## src/rtl/cst_pkg.sv

```systemverilog
package cst_pkg;
    typedef enum logic [1:0] {
        ST_FILL    = 2'd0,
        ST_SETTLED = 2'd1,
        ST_PWRDN   = 2'd2
    } settle_st_t;

    localparam int STATUS_W = 24;
    localparam int BW_W     = 3;
    localparam int GAIN_W   = 5;
    localparam int NFLAG    = 4;
endpackage

```

## src/rtl/cst_settle_fsm.sv

```systemverilog
module cst_settle_fsm
    import cst_pkg::*;
#(
    parameter int SETTLE_LEN = 16
) (
    input  logic clk,
    input  logic rst_n,
    input  logic pwrdn,
    input  logic restart,
    input  logic load,
    output logic settled
);
    localparam int CNT_W = (SETTLE_LEN > 1) ? $clog2(SETTLE_LEN) : 1;

    settle_st_t       st_q, st_d;
    logic [CNT_W-1:0] cnt_q, cnt_d;
    logic             last_load;

    assign last_load = load && (cnt_q == CNT_W'(SETTLE_LEN - 1));

    always_ff @(posedge clk or negedge rst_n) begin
        if (!rst_n) begin
            st_q  <= ST_FILL;
            cnt_q <= '0;
        end else begin
            st_q  <= st_d;
            cnt_q <= cnt_d;
        end
    end

    always_comb begin
        st_d  = st_q;
        cnt_d = cnt_q;
        if (pwrdn) begin
            st_d  = ST_PWRDN;
            cnt_d = '0;
        end else begin
            unique case (st_q)
                ST_PWRDN: begin
                    st_d  = ST_FILL;
                    cnt_d = '0;
                end
                ST_FILL: begin
                    if (restart) begin
                        cnt_d = '0;
                    end else if (last_load) begin
                        st_d  = ST_SETTLED;
                        cnt_d = '0;
                    end else if (load) begin
                        cnt_d = cnt_q + 1'b1;
                    end
                end
                ST_SETTLED: begin
                    if (restart) begin
                        st_d  = ST_FILL;
                        cnt_d = '0;
                    end
                end
                default: begin
                    st_d  = ST_FILL;
                    cnt_d = '0;
                end
            endcase
        end
    end

    always_comb begin
        settled = (st_q == ST_SETTLED);
    end

    assert_count_bound_R6: assert property (@(posedge clk) disable iff (!rst_n)
        int'(cnt_q) < SETTLE_LEN);
    assert_pwrdn_drop_R6: assert property (@(posedge clk) disable iff (!rst_n)
        pwrdn |=> !settled);
    assert_restart_drop_R6: assert property (@(posedge clk) disable iff (!rst_n)
        restart |=> !settled);
    assert_settle_on_load_R6: assert property (@(posedge clk) disable iff (!rst_n)
        $rose(settled) |-> $past(load));
endmodule

```

## src/rtl/cst_range_mon.sv

```systemverilog
module cst_range_mon #(
    parameter int SAMPLE_W = 24,
    parameter int RUN_LEN  = 4,
    parameter int HI_LIM   = 6291455,
    parameter int LO_LIM   = -6291456
) (
    input  logic                clk,
    input  logic                rst_n,
    input  logic                load,
    input  logic [SAMPLE_W-1:0] sample,
    output logic                hit
);
    localparam int RUN_W = $clog2(RUN_LEN + 1);
    localparam logic signed [SAMPLE_W-1:0] HI_V = SAMPLE_W'(HI_LIM);
    localparam logic signed [SAMPLE_W-1:0] LO_V = SAMPLE_W'(LO_LIM);

    logic [RUN_W-1:0] run_q, run_d;
    logic             side_q, side_d;
    logic             above, below;

    assign above = $signed(sample) > HI_V;
    assign below = $signed(sample) < LO_V;

    always_ff @(posedge clk or negedge rst_n) begin
        if (!rst_n) begin
            run_q  <= '0;
            side_q <= 1'b0;
        end else begin
            run_q  <= run_d;
            side_q <= side_d;
        end
    end

    always_comb begin
        run_d  = run_q;
        side_d = side_q;
        if (load) begin
            if (!above && !below) begin
                run_d = '0;
            end else if (run_q != '0 && side_q == above) begin
                run_d = (run_q == RUN_W'(RUN_LEN)) ? run_q : run_q + 1'b1;
            end else begin
                run_d  = RUN_W'(1);
                side_d = above;
            end
        end
    end

    assign hit = load && (above || below) && (run_d == RUN_W'(RUN_LEN));

    assert_run_bound_R5: assert property (@(posedge clk) disable iff (!rst_n)
        int'(run_q) <= RUN_LEN);
    assert_hit_after_run_R5: assert property (@(posedge clk) disable iff (!rst_n)
        hit |-> (run_q >= RUN_W'(RUN_LEN - 1)));
endmodule

```

## src/rtl/cst_err_flags.sv

```systemverilog
module cst_err_flags
    import cst_pkg::*;
(
    input  logic             clk,
    input  logic             rst_n,
    input  logic             settled,
    input  logic             load,
    input  logic             read_start,
    input  logic             read_done,
    input  logic             stat_rd,
    input  logic             mod_flag,
    input  logic             acc_sat,
    input  logic             range_hit,
    output logic [NFLAG-1:0] flags,
    output logic             pending
);
    logic             reading_q;
    logic             ovwr_set;
    logic [NFLAG-1:0] set_v;

    assign ovwr_set = load && (pending || reading_q);
    assign set_v    = {ovwr_set, mod_flag, acc_sat, range_hit};

    always_ff @(posedge clk or negedge rst_n) begin
        if (!rst_n) begin
            pending   <= 1'b0;
            reading_q <= 1'b0;
        end else begin
            pending   <= load | (pending & ~read_done);
            reading_q <= read_start | (reading_q & ~read_done);
        end
    end

    for (genvar i = 0; i < NFLAG; i++) begin : g_flag
        logic cell_q;
        always_ff @(posedge clk or negedge rst_n) begin
            if (!rst_n) begin
                cell_q <= 1'b0;
            end else if (settled) begin
                cell_q <= set_v[i] | (cell_q & ~stat_rd);
            end
        end
        assign flags[i] = cell_q;
    end

    assert_frozen_R7: assert property (@(posedge clk) disable iff (!rst_n)
        !settled |=> $stable(flags));
    assert_clear_R8: assert property (@(posedge clk) disable iff (!rst_n)
        (settled && stat_rd && !load && !mod_flag && !acc_sat) |=> (flags == '0));
    assert_ovwr_cause_R2: assert property (@(posedge clk) disable iff (!rst_n)
        $rose(flags[3]) |-> $past(load));
    assert_acc_cause_R4: assert property (@(posedge clk) disable iff (!rst_n)
        $rose(flags[1]) |-> $past(acc_sat));
    assert_pending_R9: assert property (@(posedge clk) disable iff (!rst_n)
        load |=> pending);
endmodule

```

## src/rtl/conv_status_tracker.sv

```systemverilog
module conv_status_tracker
    import cst_pkg::*;
#(
    parameter int SETTLE_LEN = 16,
    parameter int RUN_LEN    = 4
) (
    input  logic                clk,
    input  logic                rst_n,
    input  logic                result_load,
    input  logic [23:0]         sample,
    input  logic                read_start,
    input  logic                read_done,
    input  logic                stat_rd_done,
    input  logic                mod_flag,
    input  logic                acc_sat,
    input  logic                sync_req,
    input  logic                cfg_pwrdn,
    input  logic                cfg_test_sel,
    input  logic [BW_W-1:0]     cfg_bw,
    input  logic [GAIN_W-1:0]   cfg_gain,
    output logic [STATUS_W-1:0] status,
    output logic                err_n
);
    logic [BW_W-1:0]  bw_prev_q;
    logic             ts_prev_q;
    logic             cfg_change;
    logic             restart;
    logic             settled;
    logic             range_hit;
    logic             pending;
    logic [NFLAG-1:0] flags;
    logic             err_any;

    always_ff @(posedge clk or negedge rst_n) begin
        if (!rst_n) begin
            bw_prev_q <= '0;
            ts_prev_q <= 1'b0;
        end else begin
            bw_prev_q <= cfg_bw;
            ts_prev_q <= cfg_test_sel;
        end
    end

    assign cfg_change = (cfg_bw != bw_prev_q) || (cfg_test_sel != ts_prev_q);
    assign restart    = sync_req || cfg_change;

    cst_settle_fsm #(.SETTLE_LEN(SETTLE_LEN)) u_settle (
        .clk     (clk),
        .rst_n   (rst_n),
        .pwrdn   (cfg_pwrdn),
        .restart (restart),
        .load    (result_load),
        .settled (settled)
    );

    cst_range_mon #(.SAMPLE_W(24), .RUN_LEN(RUN_LEN)) u_range (
        .clk    (clk),
        .rst_n  (rst_n),
        .load   (result_load),
        .sample (sample),
        .hit    (range_hit)
    );

    cst_err_flags u_flags (
        .clk        (clk),
        .rst_n      (rst_n),
        .settled    (settled),
        .load       (result_load),
        .read_start (read_start),
        .read_done  (read_done),
        .stat_rd    (stat_rd_done),
        .mod_flag   (mod_flag),
        .acc_sat    (acc_sat),
        .range_hit  (range_hit),
        .flags      (flags),
        .pending    (pending)
    );

    assign err_any = |flags;
    assign err_n   = ~err_any;
    assign status  = {err_any, flags[3], flags[2], 1'b0, flags[1], pending, settled,
                      flags[0], 4'b0000, cfg_pwrdn, cfg_test_sel, 1'b0, cfg_bw,
                      1'b0, cfg_gain};

    assert_err_fall_R1: assert property (@(posedge clk) disable iff (!rst_n)
        $fell(err_n) |-> $past(settled));
    assert_err_rise_R8: assert property (@(posedge clk) disable iff (!rst_n)
        $rose(err_n) |-> $past(stat_rd_done));
endmodule

```

## config.mk

```make
export PLATFORM = sky130hd
export DESIGN_NAME = conv_status_tracker
export DESIGN_NICKNAME = d
export VERILOG_FILES = /design/src/rtl/cst_pkg.sv /design/src/rtl/cst_settle_fsm.sv /design/src/rtl/cst_range_mon.sv /design/src/rtl/cst_err_flags.sv /design/src/rtl/conv_status_tracker.sv
export SDC_FILE = /design/constraint.sdc
export NUM_CORES = 1
export LEC_CHECK = 0
export ABC_AREA = 1
export ABC_CLOCK_PERIOD_IN_PS = 1600
export BUFFER_PORTS_ARGS = -buffer_cell sky130_fd_sc_hd__buf_2
export CORE_MARGIN = 5
export CORE_UTILIZATION = 44
export DETAILED_ROUTE_END_ITERATION = 6
export HOLD_SLACK_MARGIN = 0.15
export PLACE_DENSITY = 0.79
export SYNTH_ARGS = -nofsm -noshare
export SYNTH_HDL_FRONTEND = slang
export SYNTH_SLANG_ARGS = --single-unit
export TNS_END_PERCENT = 5
```

## constraint.sdc

```tcl
create_clock -name clk -period 1.6 [get_ports clk]
set_input_delay 0.24 -clock clk [delete_from_list [all_inputs] [get_ports clk]]
set_output_delay 0.24 -clock clk [all_outputs]
set_load 0.05 [all_outputs]
```

; Yosys cells after proc, flatten, opt, wreduce, memory -nomap -nowiden
; Cells that the tools add are included.
; Widths: inputs -> output; s select.
[totals]
input_bits = 43
regBits = 20
out_inout_bits = 25
wordCells = 77
[op_classes]
bitwise_logic = 17
eq_ne = 11
order_cmp = 2
muxes = 15
n_addsub = 2
n_reduce_logical = 18
[ops]
columns = op, n
row1 = $gt 24x24->1 const B, 1
row2 = $lt 24x24->1 const B, 1
row3 = $mux 4, 5
row4 = $mux 3, 4
row5 = $mux 2, 4
row6 = $pmux 4 s2, 1
row7 = $and 1x1->1, 6
row8 = $eq 3x3->1 const B, 2
row9 = $logic_and 1x1->1, 6
row10 = $ne 3x3->1 const B, 2
row11 = $or 1x1->1, 6
row12 = $reduce_and 3->1, 2
row13 = $ne 5x4->1 const B, 1
row14 = $not 1->1, 5
row15 = $add 4x1->4 const B, 1
row16 = $eq 4x4->1 const B, 1
row17 = $logic_or 1x1->1, 4
row18 = $pmux 2 s2, 1
row19 = $reduce_or 4->1, 1
row20 = $add 3x1->3 const B, 1
row21 = $ne 3x2->1 const B, 1
row22 = $ne 3x3->1, 1
row23 = $reduce_bool 3->1, 1
row24 = $eq 2x1->1 const B, 1
row25 = 5 further kinds, 6

; Logic depth before layout (Yosys ltp)
; Gate-level depths: netlist of the first run.
[logic_depth]
ltp_word = 9
ltp_mapped = 11
ltp_nobuf = 10

; Cells and area by module
; Synthesis of the first run repeated with hierarchy kept, for this count alone.
[unflattened]
hier_cells = 172
area_unflattened_um2 = 1265.0
[modules_own_cells]
columns = module, instances, cells_per_inst, seq_area_each_um2, area_per_inst_um2
row1 = cst_settle_fsm, 1, 51, 150.1, 370.4
row2 = conv_status_tracker, 1, 48, 100.1, 346.6
row3 = cst_range_mon, 1, 43, 100.1, 282.8
row4 = cst_err_flags, 1, 30, 150.1, 265.3

; Worst setup path before layout of the first run
; OpenSTA, ideal clock, no wires.
[synth_timing]
path_kind = flip-flop to output port
from = register u_flags.g_flag[0].cell_q
to = output port status[23]
stages_incl_launch_ff = 4
path_buffers = 1
t_arrival_ns = 2.351
required_ns = 1.360
setup_slack_ns = -0.991
path_cell_list = dfrtp_1 -> nor4_1 -> inv_1 -> buf_4
[synth_via]
elab_chain_len = 1
[synth_rtl]
columns = element, line
row1 = "start, declared", cst_err_flags.sv:35  ; logic cell_q;
row2 = "start signal, assigned", cst_err_flags.sv:40  ; cell_q <= set_v[i] | (cell_q & ~stat_rd);
row3 = $reduce_or 4->1, conv_status_tracker.sv:79  ; assign err_any = |flags;
row4 = "end, declared", conv_status_tracker.sv:21  ; output logic [STATUS_W-1:0] status,
; Every way passes these cells.

; Final worst setup path of the first run
[layout_timing]
from = register u_flags.g_flag[0].cell_q
to = output port err_n
[layout_via]
elab_chain_len = 2
[layout_rtl]
columns = element, line
row1 = $reduce_or 4->1, conv_status_tracker.sv:79
row2 = $not 1->1, conv_status_tracker.sv:80  ; assign err_n = ~err_any;
row3 = "end, declared", conv_status_tracker.sv:22  ; output logic err_n
; Every way passes these cells.

==> qor.txt, run 1 <==
CTS tree: yes
synthesized area: 1260 um^2
fin crit period: 1.50 ns
final core utilization: 0.528
fin crit share: 0.935
DR WL/cell: 10.4 um
Async SR Flop Fraction: 1.00
detailed placement HPWL: 1740 um
CP Data Required Time: 1.36 ns
crit path DAT: 1.26 ns
nets: 231
Leak: 0.818 nW
P_int: 0.835 mW
# IOs: 68
Hold Path Origin: acc_sat
vias in the first global route: 971
DRC Markers: 0
number of flops mapped to enable cells by yosys: 0
top_reg_cell synth: dfrtp_1
largest net degree at the start of global routing: 21
r2r startpoint: u_range.run_q[0]
total power: 1.14 mW
Fill cells: 274
clk_skew: 0.00571 ns
post-route insts no fill: 215
VDD IR-drop max: 986 uV
initial DRC count: 17
Die X: 63.5 um
Clock Path Buffers: 2
drt first pass iters: 4
Hold Path End: u_flags.g_flag[1].cell_q
vias after detailed routing: 1005
Comb power frac: 0.174
CTS Buf Count: 3
die area: 4030 um^2
slowest cell delay on critical path: 0.42 ns
Antenna Violating Nets Remaining: 0
Seq cells post-synth: 20
final slew viol count: 0
clock slew at reported path FFs: 0.12 ns
worst skew pair latency: 0.31 ns
Ant. Diodes: 0
sw frac: 0.270
distinct cell type count after synthesis: 28
Initial Util: 0.456
Clock power frac: 0.361
initial antenna violation count: 0
CTS Sinks: 20
CP Max Fanout: 2
yosys warns: 0
Psw: 0.310 mW
GPL Wtd Cong: 0.786
synthesized instance count: 160
Via density: 4.67
final hold slack: 0.170 ns
H-tree levels: 1
CP Capture Type: primary output
Finished Cell Area: 1460 um^2
Port Buffers: 29
Worst Hold Depth: 2
final setup fails: 0
unrepaired setup endpoints after global routing: true
fmax: 668 MHz
footprint of the multi-input gates: 518 um^2
R2R Path End: u_flags.g_flag[0].cell_q
Fin. Hold Viols: 0
kind of critical path: reg -> out
row count: 19
register share of total power: 0.465
R2R Setup Slk: 0.21 ns
Worst setup SP type: register
first-pass GRT wire length: 4020 um
clk root buf: clkbuf_4
Routed WL: 2230 um
placed cell area: 1280 um^2
layout cells sized above 1: 0.255
Hold WC Path Type: in -> reg
global-route usage over all layers: 0.121
# Max-Cap Violations: 0
GRT overflow: 0
Area Overhead vs Synth: 15.7%
Reg area: 500 um^2
R2R depth: 10
Die H: 63.5 um
Seq/Total Area, Yosys: 0.398
Placed Instances: 200
CORE AREA: 2760 um^2
syn_area_per_cell: 7.87 um^2
Power per Cell Area: 786 nW/um^2
CP Cell Sequence: nor4_4 -> buf_4
outcome: finished, final reports clean
Critical-path top delay cell: dfrtp_1
-- per-layer routing --
| layer | part of all wire | vias to the layer above | global-route usage | wire length (um) |
|---|---|---|---|---|
| li1 | - | 517 | - | - |
| met1 | 0.44 | 451 | 0.150 | 986 |
| met2 | 0.47 | 30 | 0.198 | 1050 |
| met3 | 0.069 | 7 | 0.0302 | 154 |
| met4 | 0.017 | 0 | 0.0545 | 38 |
| met5 | 0 | - | 0 | 0 |
-- logic make-up after synthesis --
kind of cell | Yosys count | synth area share
buffers and inverters | 48 | 0.223
flip-flops | 20 | 0.398
other | 1 | 0.00298
AND/OR/NAND/NOR | 76 | 0.279
XOR/XNOR | 2 | 0.0139
adder cells (fa/ha/maj) | 3 | 0.0298
AO/OA/AOI/OAI | 10 | 0.0537
-- power groups by stage --
stage	Clock, mW	Sequential (mW)	Combinational (mW)
final	0.413	0.532	0.200
after global routing	0.454	0.535	0.222
after CTS	0.424	0.532	0.201
after detailed placement	0	0.542	0.183
after global placement	0	0.541	0.181
after floorplan	0	0.540	0.190
-- sequential cells by signal (all words and copies together) (netlist names) --
register and count:
u_range.side_q 1, bw_prev_q 3, u_flags.reading_q 1, u_settle.st_q 2, u_settle.cnt_q 4, u_flags.g_flag.cell_q 4, u_range.run_q 3, u_flags.pending 1
ts_prev_q 1
-- cell usage in the layout, fill, tap and decap left out, drive strengths merged --
cell type / Yosys / final
nand2: 39 / 39
buf: 25 / 30
inv: 22 / 22
dfrtp: 20 / 20
nor2: 18 / 18
nand3: 13 / 13
dlygate4sd3: 0 / 9
conb: 1 / 7
clkbuf: 1 / 4
nand4: 4 / 4
ha: 3 / 3
o21ai: 3 / 3
o22ai: 2 / 2
xor2: 2 / 2
a22o: 2 / 2
o21bai: 1 / 1
nor4: 1 / 1
a21oi: 1 / 1
a32o: 1 / 1
nor3: 1 / 1
bufinv: 0 / 1
-- how the worst max path moves through the flow --
stage / cells after the start / startpoint / slack (ns) / endpoint
after floorplan: 3 / u_flags.g_flag[3].cell_q / -0.03 / status[23]
after global placement: 10 / u_range.run_q[0] / 0.25 / u_flags.g_flag[0].cell_q
after detailed placement: 10 / u_range.run_q[0] / 0.22 / u_flags.g_flag[0].cell_q
after CTS: 2 / u_flags.g_flag[3].cell_q / 0.0003 / err_n
after global routing: 3 / u_flags.g_flag[0].cell_q / -0.03 / status[23]
final: 2 / u_flags.g_flag[0].cell_q / 0.10 / err_n
-- cell usage after synthesis (3+ instances only) --
| cell | count | area (um^2) |
|---|---|---|
| nand3_1 | 12 | 60.1 |
| nor2_1 | 15 | 56.3 |
| o21ai_0 | 3 | 15.0 |
| nand2_1 | 36 | 135 |
| buf_4 | 24 | 180 |
| nand4_1 | 3 | 18.8 |
| dfrtp_1 | 20 | 500 |
| ha_1 | 3 | 37.5 |
| inv_1 | 20 | 75.1 |
-- worst max-delay path: cells and delay by family, from the launching register on --
kind / cells / cell delay (ns)
buffers and inverters: 1 / 0.24
flip-flops: 1 / 0.42
AND/OR/NAND/NOR: 1 / 0.29
-- stage by stage --
stage	worst slack (ns)	setup TNS [ns]
6_report	0.104	0
4_1_cts	0.000285	0
5_1_grt	-0.0300	-0.0648
3_3_place_gp	0.254	0
3_5_place_dp	0.219	0
2_1_floorplan	-0.0254	-0.0254
-- layout make-up --
class                      instances  area share
clock buffer                       3      0.0155
clock inverter                     1      0.0206
inverter                          22      0.0584
multi-input combinational         98       0.356
sequential                        20       0.344
tap                               31      0.0266
timing repair buffer              40       0.180
-- timing repair --
action                                  CTS  global route
endpoints found under the setup margin    0             8
resized for setup                         0             8
buffers inserted                          0             2
endpoints found under the hold margin    28             0
hold buffers                              9             0
No activity file was read; power rests on OpenSTA's default activity.
==> inputs of run 2 (changes only) <==
--- a/config.mk
+++ b/config.mk
@@ -11,8 +11,10 @@
 export CORE_MARGIN = 5
 export CORE_UTILIZATION = 44
 export DETAILED_ROUTE_END_ITERATION = 6
+export GPL_TIMING_DRIVEN = 0
 export HOLD_SLACK_MARGIN = 0.15
 export PLACE_DENSITY = 0.79
+export REMOVE_ABC_BUFFERS = 1
 export SYNTH_ARGS = -nofsm -noshare
 export SYNTH_HDL_FRONTEND = slang
 export SYNTH_SLANG_ARGS = --single-unit
==> run 2 against run 1 <==
  * First-iteration DRC count rose to 2.7 times the previous value
  * Die area is the same
  * Non-clock buffer count shrank 2
  * Fmax fell by 0.57%
  * Clock-buffer cell count did not move
  * Combinational power hardly changed
  * Hold slack worse by 0.0085 ns
  * Core utilization is 1.8 points lower
  * Clock skew is 0.0029 ns higher
  * Flip-flop and latch count is the same
  * Sequential power is essentially flat
  * Critical path depth unchanged
  * Critical path type unchanged
  * Largest cell class unchanged
==> qor.txt, run 2 (synthesis gave the netlist of run 1 again) <==
largest net degree at the start of global routing: 21 (unchanged)
H-tree levels: 1 (unchanged)
CP Max Fanout: 3 (was 2)
Routed WL: 2380 um (was 2230 um)
unrepaired setup endpoints after global routing: false (was true)
GRT overflow: 0 (unchanged)
Clock Path Buffers: 2 (unchanged)
final slew viol count: 0 (unchanged)
fin crit period: 1.50 ns (about the same)
Ant. Diodes: 0 (unchanged)
CP Capture Type: primary output (unchanged)
# IOs: 68 (unchanged)
most frequent cells in the layout: 35 x nand2_1, 27 x buf_2, 20 x inv_1, 19 x dfrtp_1, 15 x nor2_1 (was 35 x nand2_1, 26 x buf_2, 20 x inv_1, 20 x dfrtp_1, 15 x nor2_1)
final core utilization: 0.510 (was 0.528)
first-pass GRT wire length: 4000 um (was 4020 um)
global-route usage over all layers: 0.120 (was 0.121)
Initial Util: 0.456 (unchanged)
DRC Markers: 0 (unchanged)
drt first pass iters: 2 (was 4)
Power per Cell Area: 683 nW/um^2 (was 786 nW/um^2)
nets: 229 (was 231)
Critical-path top delay cell: dfrtp_1 (unchanged)
Leak: 0.793 nW (was 0.818 nW)
initial antenna violation count: 0 (unchanged)
clk root buf: clkbuf_4 (unchanged)
slowest cell delay on critical path: 0.43 ns (was 0.42 ns)
CTS Sinks: 20 (unchanged)
Area Overhead vs Synth: 11.8% (was 15.7%)
R2R depth: 10 (unchanged)
final setup fails: 0 (unchanged)
Worst Hold Depth: 2 (unchanged)
clk_skew: 0.00859 ns (was 0.00571 ns)
total power: 0.961 mW (was 1.14 mW)
VDD IR-drop max: 494 uV (was 986 uV)
layout cells sized above 1: 0.254 (was 0.255)
Fill cells: 272 (was 274)
clock slew at reported path FFs: 0.11 ns (was 0.12 ns)
detailed placement HPWL: 1840 um (was 1740 um)
CTS Buf Count: 3 (unchanged)
fmax: 665 MHz (was 668 MHz)
crit path DAT: 1.26 ns (about the same)
outcome: finished, final reports clean (unchanged)
vias after detailed routing: 1006 (was 1005)
# Max-Cap Violations: 0 (unchanged)
vias in the first global route: 953 (was 971)
Die X: 63.5 um (unchanged)
CTS tree: yes (unchanged)
top flop regs: u_flags.g_flag.cell_q (4), u_settle.cnt_q (4) (unchanged)
CORE AREA: 2760 um^2 (unchanged)
kind of critical path: reg -> out (unchanged)
commonest non-fill, non-tap cell in the layout: nand2_1 (unchanged)
row count: 19 (unchanged)
Hold WC Path Type: in -> reg (unchanged)
fin crit share: 0.941 (was 0.935)
Port Buffers: 29 (unchanged)
GPL Wtd Cong: 0.815 (was 0.786)
Fin. Hold Viols: 0 (unchanged)
CP Data Required Time: 1.36 ns (about the same)
worst skew pair latency: 0.29 ns (was 0.31 ns)
Worst setup SP type: register (unchanged)
Antenna Violating Nets Remaining: 0 (unchanged)
Die H: 63.5 um (unchanged)
die area: 4030 um^2 (unchanged)
Via density: 4.75 (was 4.67)
DR WL/cell: 11.2 um (was 10.4 um)
CP Cell Sequence: nor4_4 -> buf_4 (unchanged)
initial DRC count: 46 (was 17)
-- run 2: through the flow --
stage	instances	hold slack (ns)	setup TNS, ns	area [um^2]	worst slack, ns
detailed placement	200	0.209	0	1270	0.250
floorplan	140	-0.0556	-2.45	1090	-1.58
finish	212	0.162	0	1410	0.0951
global placement	200	0.209	0	1270	0.282
global route	212	0.169	0	1410	0.00586
CTS	211	0.158	0	1380	0.0428
-- run 2: final cells by class --
type / instances / area, um^2 / share of cell area
Multi-Input combinational cell: 98 / 518 / 0.368
Sequential cell: 20 / 502 / 0.356
Timing Repair Buffer: 38 / 241 / 0.172
Inverter: 22 / 85.1 / 0.0604
Tap cell: 31 / 38.8 / 0.0276
Clock buffer: 3 / 22.5 / 0.0160
-- run 2: path summary, 6_finish.rpt --
check,start,to,slack (ns)
max in group asynchronous,rst_n,u_flags.g_flag[1].cell_q,0.87
worst min-delay path,acc_sat,u_flags.g_flag[1].cell_q,0.16
worst max-delay path,u_flags.g_flag[3].cell_q,err_n,0.1
min in group asynchronous,rst_n,u_settle.cnt_q[1],0.40
worst min register to register,u_settle.cnt_q[1],u_settle.cnt_q[1],0.53
worst max register to register,u_range.run_q[0],u_flags.g_flag[0].cell_q,0.24
-- run 2: per-layer routing --
metal  track usage  vias to the layer above  part of all wire
li1              -                      512                 -
met1         0.144                      458              0.42
met2         0.193                       34              0.46
met3        0.0551                        2              0.12
met4        0.0312                        0            0.0067
met5             0                        -                 0
-- run 2: where the power goes --
group	switching, mW	internal [mW]	leakage [nW]	total (mW)
sequential	0.00923	0.523	0.257	0.532
combinational	0.141	0.0570	0.522	0.198
clock	0.144	0.0876	0.0138	0.231
-- run 2: repair_timing --
action	CTS	global route
hold buffers	8	0
pin swaps	0	1
setup buffers	0	1
resized for setup	2	6
hold endpoints to repair	26	0
endpoints found under the setup margin	1	3
-- run 2: worst max-delay path, delay by kind of cell, from the launching register on --
kind,cells,cell delay (ns)
flip-flops,1,0.43
AND/OR/NAND/NOR,1,0.29
buffers and inverters,1,0.24
